<file path="config.mk">
export PLATFORM = sky130hd
export DESIGN_NAME = mac_backend
export DESIGN_NICKNAME = d
export VERILOG_FILES = /design/src/rtl/macbe_pkg.sv /design/src/rtl/macbe_ctrl.sv /design/src/rtl/macbe_scaler.sv /design/src/rtl/macbe_datapath.sv /design/src/rtl/mac_backend.sv
export SDC_FILE = /design/constraint.sdc
export NUM_CORES = 1
export LEC_CHECK = 0
export ABC_AREA = 1
export BUFFER_PORTS_ARGS = -buffer_cell sky130_fd_sc_hd__buf_2
export CAP_MARGIN = 20
export CORE_AREA = 2 2 122 124
export DETAILED_ROUTE_END_ITERATION = 16
export DIE_AREA = 0 0 124 126
export GPL_TIMING_DRIVEN = 0
export PLACE_DENSITY = 0.69
export RECOVER_POWER = 50
export SLEW_MARGIN = 20
export SYNTH_ARGS = -nofsm -noshare
export SYNTH_HDL_FRONTEND = slang
export SYNTH_SLANG_ARGS = --single-unit
</file>
<file path="constraint.sdc">
create_clock -name clk -period 10.1 [get_ports clk]
set_clock_uncertainty 0.1 [all_clocks]
set_input_delay 0.505 -clock clk [delete_from_list [all_inputs] [get_ports clk]]
set_output_delay 0.505 -clock clk [all_outputs]
set_load 0.005 [all_outputs]
</file>
<file path="src/rtl/macbe_pkg.sv">
package macbe_pkg;
  // Configuration register geometry
  localparam int CFG_W     = 8;
  localparam int SHIFT_W   = 5;
  localparam int SHIFT_LSB = 3;
  localparam int ZERO_BIT  = 2;
  localparam int FULL_BIT  = 1;
  localparam int HALF_BIT  = 0;
  // Largest legal left shift; sets the scaler's guard width
  localparam int MAX_SHIFT = 8;

  // Decoded strobes handed from control to datapath
  typedef struct packed {
    logic               load;
    logic               shiftLeft;
    logic [SHIFT_W-1:0] shiftAmt;
    logic               zeroCas;
    logic               rectAbs;
    logic               rectClip;
  } beStrobe_t;
endpackage

</file>
<file path="src/rtl/macbe_ctrl.sv">
module macbe_ctrl
  import macbe_pkg::*;
(
  input  logic             clk,
  input  logic             rstN,
  input  logic             cfgWe,
  input  logic [CFG_W-1:0] cfgData,
  input  logic             inValid,
  output beStrobe_t        strb
);
  logic [CFG_W-1:0]   cfgReg;
  logic [SHIFT_W-1:0] shiftField;
  logic [SHIFT_W-1:0] shiftMag;
  logic               shiftNeg;

  always_ff @(posedge clk or negedge rstN) begin
    if (!rstN) cfgReg <= '0;
    else if (cfgWe) cfgReg <= cfgData;
  end

  assign shiftField = cfgReg[SHIFT_LSB +: SHIFT_W];
  assign shiftNeg   = shiftField[SHIFT_W-1];
  assign shiftMag   = shiftNeg ? (~shiftField + 1'b1) : shiftField;

  always_comb begin
    strb.load      = inValid;
    strb.shiftLeft = shiftNeg;
    strb.shiftAmt  = shiftMag;
    strb.zeroCas   = cfgReg[ZERO_BIT];
    // full-wave wins over half-wave
    strb.rectAbs   = cfgReg[FULL_BIT];
    strb.rectClip  = cfgReg[HALF_BIT] & ~cfgReg[FULL_BIT];
  end


  cfg_load_chk: assert property (@(posedge clk) disable iff (!rstN)
    cfgWe |=> cfgReg == $past(cfgData));

  cfg_hold_chk: assert property (@(posedge clk) disable iff (!rstN)
    !cfgWe |=> $stable(cfgReg));
endmodule

</file>
<file path="src/rtl/macbe_scaler.sv">
module macbe_scaler
  import macbe_pkg::*;
#(
  parameter int MAC_W = 24,
  parameter int OUT_W = 24
) (
  input  logic [MAC_W-1:0]   din,
  input  logic               shiftLeft,
  input  logic [SHIFT_W-1:0] shiftAmt,
  output logic [OUT_W-1:0]   dout
);
  localparam int EXT_W = MAC_W + MAX_SHIFT;
  localparam logic [OUT_W-1:0] OUT_MAX = {1'b0, {(OUT_W-1){1'b1}}};
  localparam logic [OUT_W-1:0] OUT_MIN = {1'b1, {(OUT_W-1){1'b0}}};

  logic signed [EXT_W-1:0] extVal;
  logic signed [EXT_W-1:0] shifted;

  assign extVal  = {{MAX_SHIFT{din[MAC_W-1]}}, din};
  assign shifted = shiftLeft ? (extVal <<< shiftAmt) : (extVal >>> shiftAmt);

  generate
    if (EXT_W > OUT_W) begin : g_sat
      logic [EXT_W-OUT_W:0] topBits;
      logic                 fits;
      assign topBits = shifted[EXT_W-1:OUT_W-1];
      assign fits    = (&topBits) | ~(|topBits);
      assign dout    = fits ? shifted[OUT_W-1:0]
                            : (shifted[EXT_W-1] ? OUT_MIN : OUT_MAX);
    end else if (EXT_W == OUT_W) begin : g_same
      assign dout = shifted;
    end else begin : g_ext
      assign dout = {{(OUT_W-EXT_W){shifted[EXT_W-1]}}, shifted};
    end
  endgenerate

  // a right shift never changes the sign
  right_sign_chk: assert final (shiftLeft || shiftAmt > SHIFT_W'(MAX_SHIFT)
                                || dout[OUT_W-1] == din[MAC_W-1]);
endmodule

</file>
<file path="src/rtl/macbe_datapath.sv">
module macbe_datapath
  import macbe_pkg::*;
#(
  parameter int MAC_W = 24,
  parameter int OUT_W = 24
) (
  input  logic             clk,
  input  logic             rstN,
  input  beStrobe_t        strb,
  input  logic [MAC_W-1:0] macIn,
  input  logic [OUT_W-1:0] casIn,
  output logic             outValid,
  output logic [OUT_W-1:0] outData
);
  localparam logic [OUT_W-1:0] OUT_MAX = {1'b0, {(OUT_W-1){1'b1}}};
  localparam logic [OUT_W-1:0] OUT_MIN = {1'b1, {(OUT_W-1){1'b0}}};

  logic [OUT_W-1:0] scaled;
  logic [OUT_W-1:0] casSel;
  logic [OUT_W:0]   sumWide;
  logic [OUT_W-1:0] sumSat;
  logic [OUT_W-1:0] absVal;
  logic [OUT_W-1:0] rectVal;
  logic             sumOvf;
  logic             sumNeg;

  macbe_scaler #(.MAC_W(MAC_W), .OUT_W(OUT_W)) scaler_i (
    .din      (macIn),
    .shiftLeft(strb.shiftLeft),
    .shiftAmt (strb.shiftAmt),
    .dout     (scaled)
  );

  // cascade adder with saturation
  assign casSel  = strb.zeroCas ? '0 : casIn;
  assign sumWide = {scaled[OUT_W-1], scaled} + {casSel[OUT_W-1], casSel};
  assign sumOvf  = sumWide[OUT_W] ^ sumWide[OUT_W-1];
  assign sumSat  = sumOvf ? (sumWide[OUT_W] ? OUT_MIN : OUT_MAX)
                          : sumWide[OUT_W-1:0];

  // rectifier
  assign sumNeg = sumSat[OUT_W-1];
  assign absVal = (sumSat == OUT_MIN) ? OUT_MAX : (~sumSat + 1'b1);

  always_comb begin
    rectVal = sumSat;
    if (strb.rectAbs) begin
      if (sumNeg) rectVal = absVal;
    end else if (strb.rectClip) begin
      if (sumNeg) rectVal = '0;
    end
  end

  always_ff @(posedge clk or negedge rstN) begin
    if (!rstN) begin
      outValid <= 1'b0;
      outData  <= '0;
    end else begin
      outValid <= strb.load;
      if (strb.load) outData <= rectVal;
    end
  end


  valid_follow_chk: assert property (@(posedge clk) disable iff (!rstN)
    strb.load |=> outValid);

  idle_hold_chk: assert property (@(posedge clk) disable iff (!rstN)
    !strb.load |=> !outValid && $stable(outData));

  half_nonneg_chk: assert property (@(posedge clk) disable iff (!rstN)
    (strb.load && strb.rectClip) |=> !outData[OUT_W-1]);

  full_nonneg_chk: assert property (@(posedge clk) disable iff (!rstN)
    (strb.load && strb.rectAbs) |=> !outData[OUT_W-1]);

  zero_cas_chk: assert property (@(posedge clk) disable iff (!rstN)
    (strb.load && strb.zeroCas && !strb.rectAbs && !strb.rectClip)
      |=> outData == $past(scaled));
endmodule

</file>
<file path="src/rtl/mac_backend.sv">
module mac_backend
  import macbe_pkg::*;
#(
  parameter int MAC_W = 24,
  parameter int OUT_W = 24
) (
  input  logic             clk,
  input  logic             rstN,
  input  logic             cfgWe,
  input  logic [7:0]       cfgData,
  input  logic             inValid,
  input  logic [MAC_W-1:0] macIn,
  input  logic [OUT_W-1:0] casIn,
  output logic             outValid,
  output logic [OUT_W-1:0] outData
);
  beStrobe_t strb;

  macbe_ctrl ctrl_i (
    .clk    (clk),
    .rstN   (rstN),
    .cfgWe  (cfgWe),
    .cfgData(cfgData),
    .inValid(inValid),
    .strb   (strb)
  );

  macbe_datapath #(.MAC_W(MAC_W), .OUT_W(OUT_W)) dp_i (
    .clk     (clk),
    .rstN    (rstN),
    .strb    (strb),
    .macIn   (macIn),
    .casIn   (casIn),
    .outValid(outValid),
    .outData (outData)
  );
endmodule

</file>
==> flow_summary.ini, run 1 <==
[route]
drt-initial-drc-count = 1115
vias = 9010
detail_route.wirelength_um = 26100
postRouteAntennaNets = 0
viasPerCell = 5.62
drt_pass1_iterations = 9
avgRoutedWirePerCell_um = 16.3
drc_errors = 0

[cts]
cts_buffers = 5
clockBufferDepth = 2
post_cts_buffers = 0
h-tree-depth = 2
cts_tree = built
clock_sinks = 33
insertion_delay_ns = 0.27
path_clk_slew_ns = 0.05
cts-root-buf = clkbuf_16
ctsResizeCount = 0
cts-hold-fix-buffers = 0

[final_layout]
area_growth_pct = 11.7
antennaDiodeCount = 0
nets = 1505
drive_above_1_share_pct = 11.2
instances_no_fill = 1603

[die]
coreArea_mm2 = 0.0143
rows = 44
die_area_mm2 = 0.0156
die_height_um = 126
initial_core_util_pct = 48.7
io_pins = 85
die_w_um = 124

[synthesis]
yosysWarnings = 0
synth_top_area_cell = nand2_1
syn_area_per_cell_um2 = 5.25
netlist_instances = 1327
synth_nets = 1414
synth_cell_types = 53
synth_ff_type = dfrtp_1
post-synth-top-area-fraction_pct = 21.1
yosys-top-cells-count = nand2_1, nor2_1, o21ai_0
ys_top_cells_by_area = nand2_1, dfrtp_1, o21ai_0, nor2_1, inv_1
yosysMostFrequentCell = nand2_1
yosysSeqAreaShare_pct = 11.8
synth_seq_cells = 33
netlist_area_mm2 = 0.00697
synth-edff-count = 0
async_flop_share_pct = 100

[setup_path]
crit_path_max_incr_delay_ns = 0.44
start_kind = flip-flop
reg2reg_slack_ns = 1.75
r2r_cells = 39
cp_data_required_time_ns = 10.19
cp-end-kind = flip-flop
worst-setup-path-type = flip-flop to flip-flop
slowest_stage = dfrtp_1
worstPathArrival_ns = 8.44
worst-path-max-fanout = 10
crit_top_cell = nand2_1

[worst_hold_path]
min_path_type = input port to flip-flop
hold_depth = 1

[place]
port_buffers = 84
dp_hpwl_um = 21800
gp_congestion = 1.00
placed_cells = 1595

[pwr]
p_per_area_mw_per_mm2 = 202
ir_drop_uv = 99.2
seq_power_share_pct = 12.8
power_frac_comb_pct = 75.8
p_switching_mw = 0.887
p_leak_nw = 4.10
p_sw_share_pct = 56.5
pwr-share-clk_pct = 11.4
intPower_mw = 0.684

[timing]
fin_setup_tns_ns = 0
hold_viol = 0
finalSetupViolations = 0
tightest_slew_ns = 1.74
fmax_ghz = 0.120
rsz0062_at_grt = false
timing.slew.headroom_pct = -15.9
slew_violations = 34
min_period_over_period_pct = 82.7
min_period_ns = 8.35

[grt]
grt_pass1_wl_um = 41700
grt_max_degree = 34
gr-total-overflow = 0
grt_pass1_vias = 8071
antenna_found_initial = 0
grtUsageTotal_pct = 33.5

[run_status]
failed_checks = max-capacitance violations, max-slew violations
status = complete, but fails checks

[run]
maxCapViolCount = 1
[cell families (layout without fill, tap and decap cells)]
logic type      after synthesis  count (layout)  share of synthesized area [%]
simple gates                690             690                           41.4
xor+xnor                     19              19                           2.39
compound gates              328             328                           25.9
flops                        33              33                           11.8
mux                           4               4                          0.592
fa+ha+maj                    27              27                           4.95
buf+inv                     226             318                           13.0
[routing by layer]
| metal | track usage [%] | wire [µm] | up-vias |
|---|---|---|---|
| met1 | 53.2 | 12700 | 4103 |
| met3 | 3.31 | 2300 | 25 |
| met2 | 49.0 | 10800 | 384 |
| met4 | 5.55 | 327 | 0 |
| li1 | - | - | 4498 |
| met5 | 0 | 0 | - |
[worst paths after layout]
kind / start / endpoint
worst max-delay path: ctrl_i.cfgReg[3]$_DFFE_PN0P_ / dp_i.outData[13]$_DFFE_PN0P_
worst min-delay path: inValid / dp_i.outValid$_DFF_PN0_
worst max register to register: ctrl_i.cfgReg[3]$_DFFE_PN0P_ / dp_i.outData[13]$_DFFE_PN0P_
worst min register to register: dp_i.outData[2]$_DFFE_PN0P_ / dp_i.outData[2]$_DFFE_PN0P_
max in group asynchronous: rstN / dp_i.outData[6]$_DFFE_PN0P_
min in group asynchronous: rstN / ctrl_i.cfgReg[4]$_DFFE_PN0P_
[area by class of cell]
class | count | area [µm²]
buffer | 63 | 293
clock buffer | 7 | 143
clock inverter | 1 | 30.0
fill | 1677 | 6530
inverter | 163 | 612
multi-input combinational | 1068 | 5240
sequential | 33 | 826
tap | 184 | 230
timing repair buffer | 84 | 414
[power by group through the flow]
stage               registers (mW)  logic, mW  clock network (mW)
global route                 0.209       1.33               0.187
floorplan                    0.206      0.829                   0
CTS                          0.202       1.16               0.178
detailed placement           0.203       1.15                   0
finish                       0.201       1.19               0.178
global placement             0.201       1.15                   0
[state kept, by name, summed over array words and instances, names as in the netlist]
name / cells
ctrl_i.cfgReg: 8
dp_i.outValid: 1
dp_i.outData: 24
[metrics by stage]
stage | hold WS (ns) | power, mW | utilization [%] | worst slack, ns | instance area [µm²]
after floorplan | 0.109 | 1.04 | - | 4.08 | 6970
after global placement | 0.361 | 1.35 | 53.3 | 2.09 | 7620
after detailed placement | 0.369 | 1.36 | 53.3 | 2.04 | 7620
after CTS | 0.217 | 1.54 | 54.5 | 1.98 | 7790
after global routing | 0.245 | 1.73 | 54.4 | 1.18 | 7790
final | 0.248 | 1.57 | 54.4 | 1.75 | 7790
[critical path: cells and delay by family (launching register included)]
family | cells | cell delay [ns]
AOI/OAI and AO/OA | 10 | 2.71
muxes | 1 | 0.26
adders and majority gates | 3 | 0.86
DFF | 1 | 0.44
and+or+nand+nor | 15 | 1.98
buffers and inverters | 10 | 1.91
[cell usage in the layout (no fill, tap or decap), types with 14 or more instances in the layout]
master	synthesis	routed
nand2_1	391	391
nand4_1	18	18
dfrtp_1	33	33
buf_2	15	94
nand3_1	67	67
nor2_1	168	168
a21oi_1	101	101
o21ai_0	156	156
clkbuf_1	37	43
inv_1	153	153
nand2_2	14	14
ha_1	26	26
Note: power is estimated with default switching activity, not from simulation.
==> run 2: changes to the inputs <==
--- a/config.mk
+++ b/config.mk
@@ -5,14 +5,14 @@
 export SDC_FILE = /design/constraint.sdc
 export NUM_CORES = 1
 export LEC_CHECK = 0
-export ABC_AREA = 1
+export ABC_AREA = 0
 export BUFFER_PORTS_ARGS = -buffer_cell sky130_fd_sc_hd__buf_2
 export CAP_MARGIN = 20
-export CORE_AREA = 2 2 122 124
+export CORE_AREA = 2 2 124 126
 export DETAILED_ROUTE_END_ITERATION = 16
-export DIE_AREA = 0 0 124 126
+export DIE_AREA = 0 0 126 128
 export GPL_TIMING_DRIVEN = 0
-export PLACE_DENSITY = 0.69
+export PLACE_DENSITY = 0.72
 export RECOVER_POWER = 50
 export SLEW_MARGIN = 20
 export SYNTH_ARGS = -nofsm -noshare
==> constraint.sdc (replaced) <==
create_clock -name clk -period 6.7 [get_ports clk]
set_clock_uncertainty 0.1 [all_clocks]
set_input_delay 0.335 -clock clk [delete_from_list [all_inputs] [get_ports clk]]
set_output_delay 0.335 -clock clk [all_outputs]
set_load 0.005 [all_outputs]
==> run 2 against run 1 <==
  * The flow finishes with violations (max-capacitance violations, max-slew violations, negative setup slack)
  * Combinational power up 110%
  * Setup slack worse by 2.7 ns
  * Critical endpoint is now dp_i.outData[16]$_DFFE_PN0P_
  * Sequential share of layout area down 2.0 points
  * Cell count down 18%
  * Critical path type unchanged
==> flow_summary.ini, run 2 <==
[timing]
min_period_over_period_pct = 114
rsz0062_at_grt = true
slew_violations = 34
hold_viol = 0
timing.slew.headroom_pct = -16.3
fin_ws_ns = -0.948
fmax_ghz = 0.131
min_period_ns = 7.65
finalSetupViolations = 24
tightest_slew_ns = 1.74

[place]
dpl_cell_area_mm2 = 0.00824
port_buffers = 83
gp_congestion = 0.989
preCtsSetupSlack_ns = -1.71
dp_hpwl_um = 21800

[final_layout]
regMostFlops = dp_i.outData
reg_top3 = dp_i.outData (24), ctrl_i.cfgReg (8), dp_i.outValid (1)
final_cell_mix = buf_2, nor2_1, mux2i_1, nand2_1, a21oi_1
final_area_mm2 = 0.00960
largest_register_ffs = 24
layout_commonest_cell = buf_2
area_growth_pct = 31.4
nets = 1209
drive_above_1_share_pct = 30.8
antennaDiodeCount = 0
fill_cells = 1331

[route]
vias = 8885
detail_route.wirelength_um = 29400
postRouteAntennaNets = 0
drc_errors = 0
drt-initial-drc-count = 1183
drt_pass1_iterations = 5
avgRoutedWirePerCell_um = 22.4
viasPerCell = 6.78

[pwr]
p_per_area_mw_per_mm2 = 314
p_leak_nw = 3.95
ir_drop_uv = 209

[cts]
cts_buffers = 5
cts-root-buf = clkbuf_16
clockBufferDepth = 2
clock_sinks = 33
h-tree-depth = 2
path_clk_slew_ns = 0.05
cts_tree = built
cts-hold-fix-buffers = 0
insertion_delay_ns = 0.29

[run_status]
failed_checks = max-capacitance violations, max-slew violations, negative setup slack
status = complete, but fails checks

[setup_path]
start_kind = flip-flop
cp_data_required_time_ns = 6.77
cp-end-kind = flip-flop
slowest_stage = mux4_2
worst-setup-path-type = flip-flop to flip-flop
worst-path-max-fanout = 7
crit_path_max_incr_delay_ns = 0.51
worstPathArrival_ns = 7.72

[synthesis]
synth_cell_types = 91
netlist_instances = 960
netlist_area_mm2 = 0.00731
synth_ff_type = dfrtp_1
yosys-top-cells-count = mux2i_1, nor2_1, a21oi_1
post-synth-top-area-fraction_pct = 12.6
async_flop_share_pct = 100
ys_top_cells_by_area = mux2i_1, dfrtp_1, mux4_2, a21oi_1, nor2_1
synth_seq_cells = 33
yosysSeqAreaShare_pct = 11.3
synth_nets = 1047
synth-edff-count = 0
yosysMostFrequentCell = mux2i_1
syn_area_per_cell_um2 = 7.62
yosysWarnings = 0
synth_top_area_cell = mux2i_1

[die]
coreArea_mm2 = 0.0149
initial_core_util_pct = 49.2
die_area_mm2 = 0.0161
io_pins = 85
die_height_um = 128
die_w_um = 126
rows = 45

[grt]
gr-total-overflow = 0
grt_max_degree = 34
antenna_found_initial = 0
grt_pass1_wl_um = 45500
grtUsageTotal_pct = 35.3
grt_pass1_vias = 8280

[worst_hold_path]
min_path_type = input port to flip-flop

[run]
maxCapViolCount = 1
-- run 2: what timing repair did --
item                                    in CTS  in global routing
endpoints found under the setup margin      24                 24
hold endpoints to repair                     0                  0
buffers inserted                            55                 15
pin swaps                                   33                 43
gates resized for setup                     67                 75
gates cloned                                 4                  1
-- run 2: power breakdown --
part | total [mW] | switching, mW | internal [mW] | leakage (nW)
logic | 2.47 | 1.44 | 1.03 | 3.51
registers | 0.320 | 0.0488 | 0.272 | 0.371
clock network | 0.223 | 0.0866 | 0.136 | 0.0706
-- run 2: layout make-up --
| cell class | instances | area (µm²) | area share (%) |
|---|---|---|---|
| plain buffers | 72 | 448 | 4.66 |
| clock buffers | 6 | 129 | 1.34 |
| clock inverters | 2 | 10.0 | 0.104 |
| inverters | 15 | 68.8 | 0.717 |
| multi-input cells | 839 | 6830 | 71.1 |
| flip-flops and latches | 33 | 827 | 8.61 |
| well taps | 188 | 235 | 2.45 |
| repair buffers | 156 | 1050 | 11.0 |
-- run 2: path summary, 6_finish.rpt --
kind                                                     end  slack (ns)  cells past startpoint                          from
worst max-delay path            dp_i.outData[16]$_DFFE_PN0P_       -0.95                     31  ctrl_i.cfgReg[3]$_DFFE_PN0P_
worst min-delay path            ctrl_i.cfgReg[1]$_DFFE_PN0P_        0.16                      3                    cfgData[1]
worst max register to register  dp_i.outData[16]$_DFFE_PN0P_       -0.95                     31  ctrl_i.cfgReg[3]$_DFFE_PN0P_
worst min register to register  dp_i.outData[23]$_DFFE_PN0P_        0.38                      1  dp_i.outData[23]$_DFFE_PN0P_
max in group asynchronous       ctrl_i.cfgReg[3]$_DFFE_PN0P_        4.97                      1                          rstN
min in group asynchronous       ctrl_i.cfgReg[4]$_DFFE_PN0P_        0.40                      1                          rstN
-- run 2: cells by family (layout without fill, tap and decap cells) --
family	Yosys count	after routing	synth area share [%]
AO/OA/AOI/OAI	326	326	30.7
XOR/XNOR	27	27	3.23
adder cells (fa/ha/maj)	28	28	4.86
buffers and inverters	89	251	5.07
flip-flops	33	33	11.3
multiplexers	134	134	22.8
AND/OR/NAND/NOR	323	324	22.1
-- run 2: per-layer routing --
| metal | global-route usage (%) | part of all wire, % | vias up | wire [µm] |
|---|---|---|---|---|
| li1 | - | - | 4018 | - |
| met1 | 45.9 | 40 | 4238 | 11800 |
| met2 | 58.5 | 47 | 518 | 13800 |
| met3 | 4.72 | 7.6 | 111 | 2250 |
| met4 | 16.3 | 5.3 | 0 | 1570 |
| met5 | 0 | 0 | - | 0 |
-- run 2: stage by stage --
step           hold WS, ns  power [mW]  TNS, ns  util, %  std cells
2_1_floorplan      -0.0606        1.80    -3.49        -        960
3_3_place_gp         0.329        2.35   -36.26     55.4       1231
3_5_place_dp         0.332        2.37   -36.29     55.4       1231
4_1_cts             0.0299        2.79   -18.71     61.6       1298
5_1_grt              0.177        3.20   -22.24     64.6       1311
6_report             0.157        3.01   -17.14     64.6       1311
-- run 2: critical path: cells and delay by family, from the launching register on --
family	cells	cell delay (ns)
AND/OR/NAND/NOR	9	2.05
buffers and inverters	6	0.71
multiplexers	4	1.49
flip-flops	1	0.46
adder cells (fa/ha/maj)	3	0.67
AO/OA/AOI/OAI	9	2.02
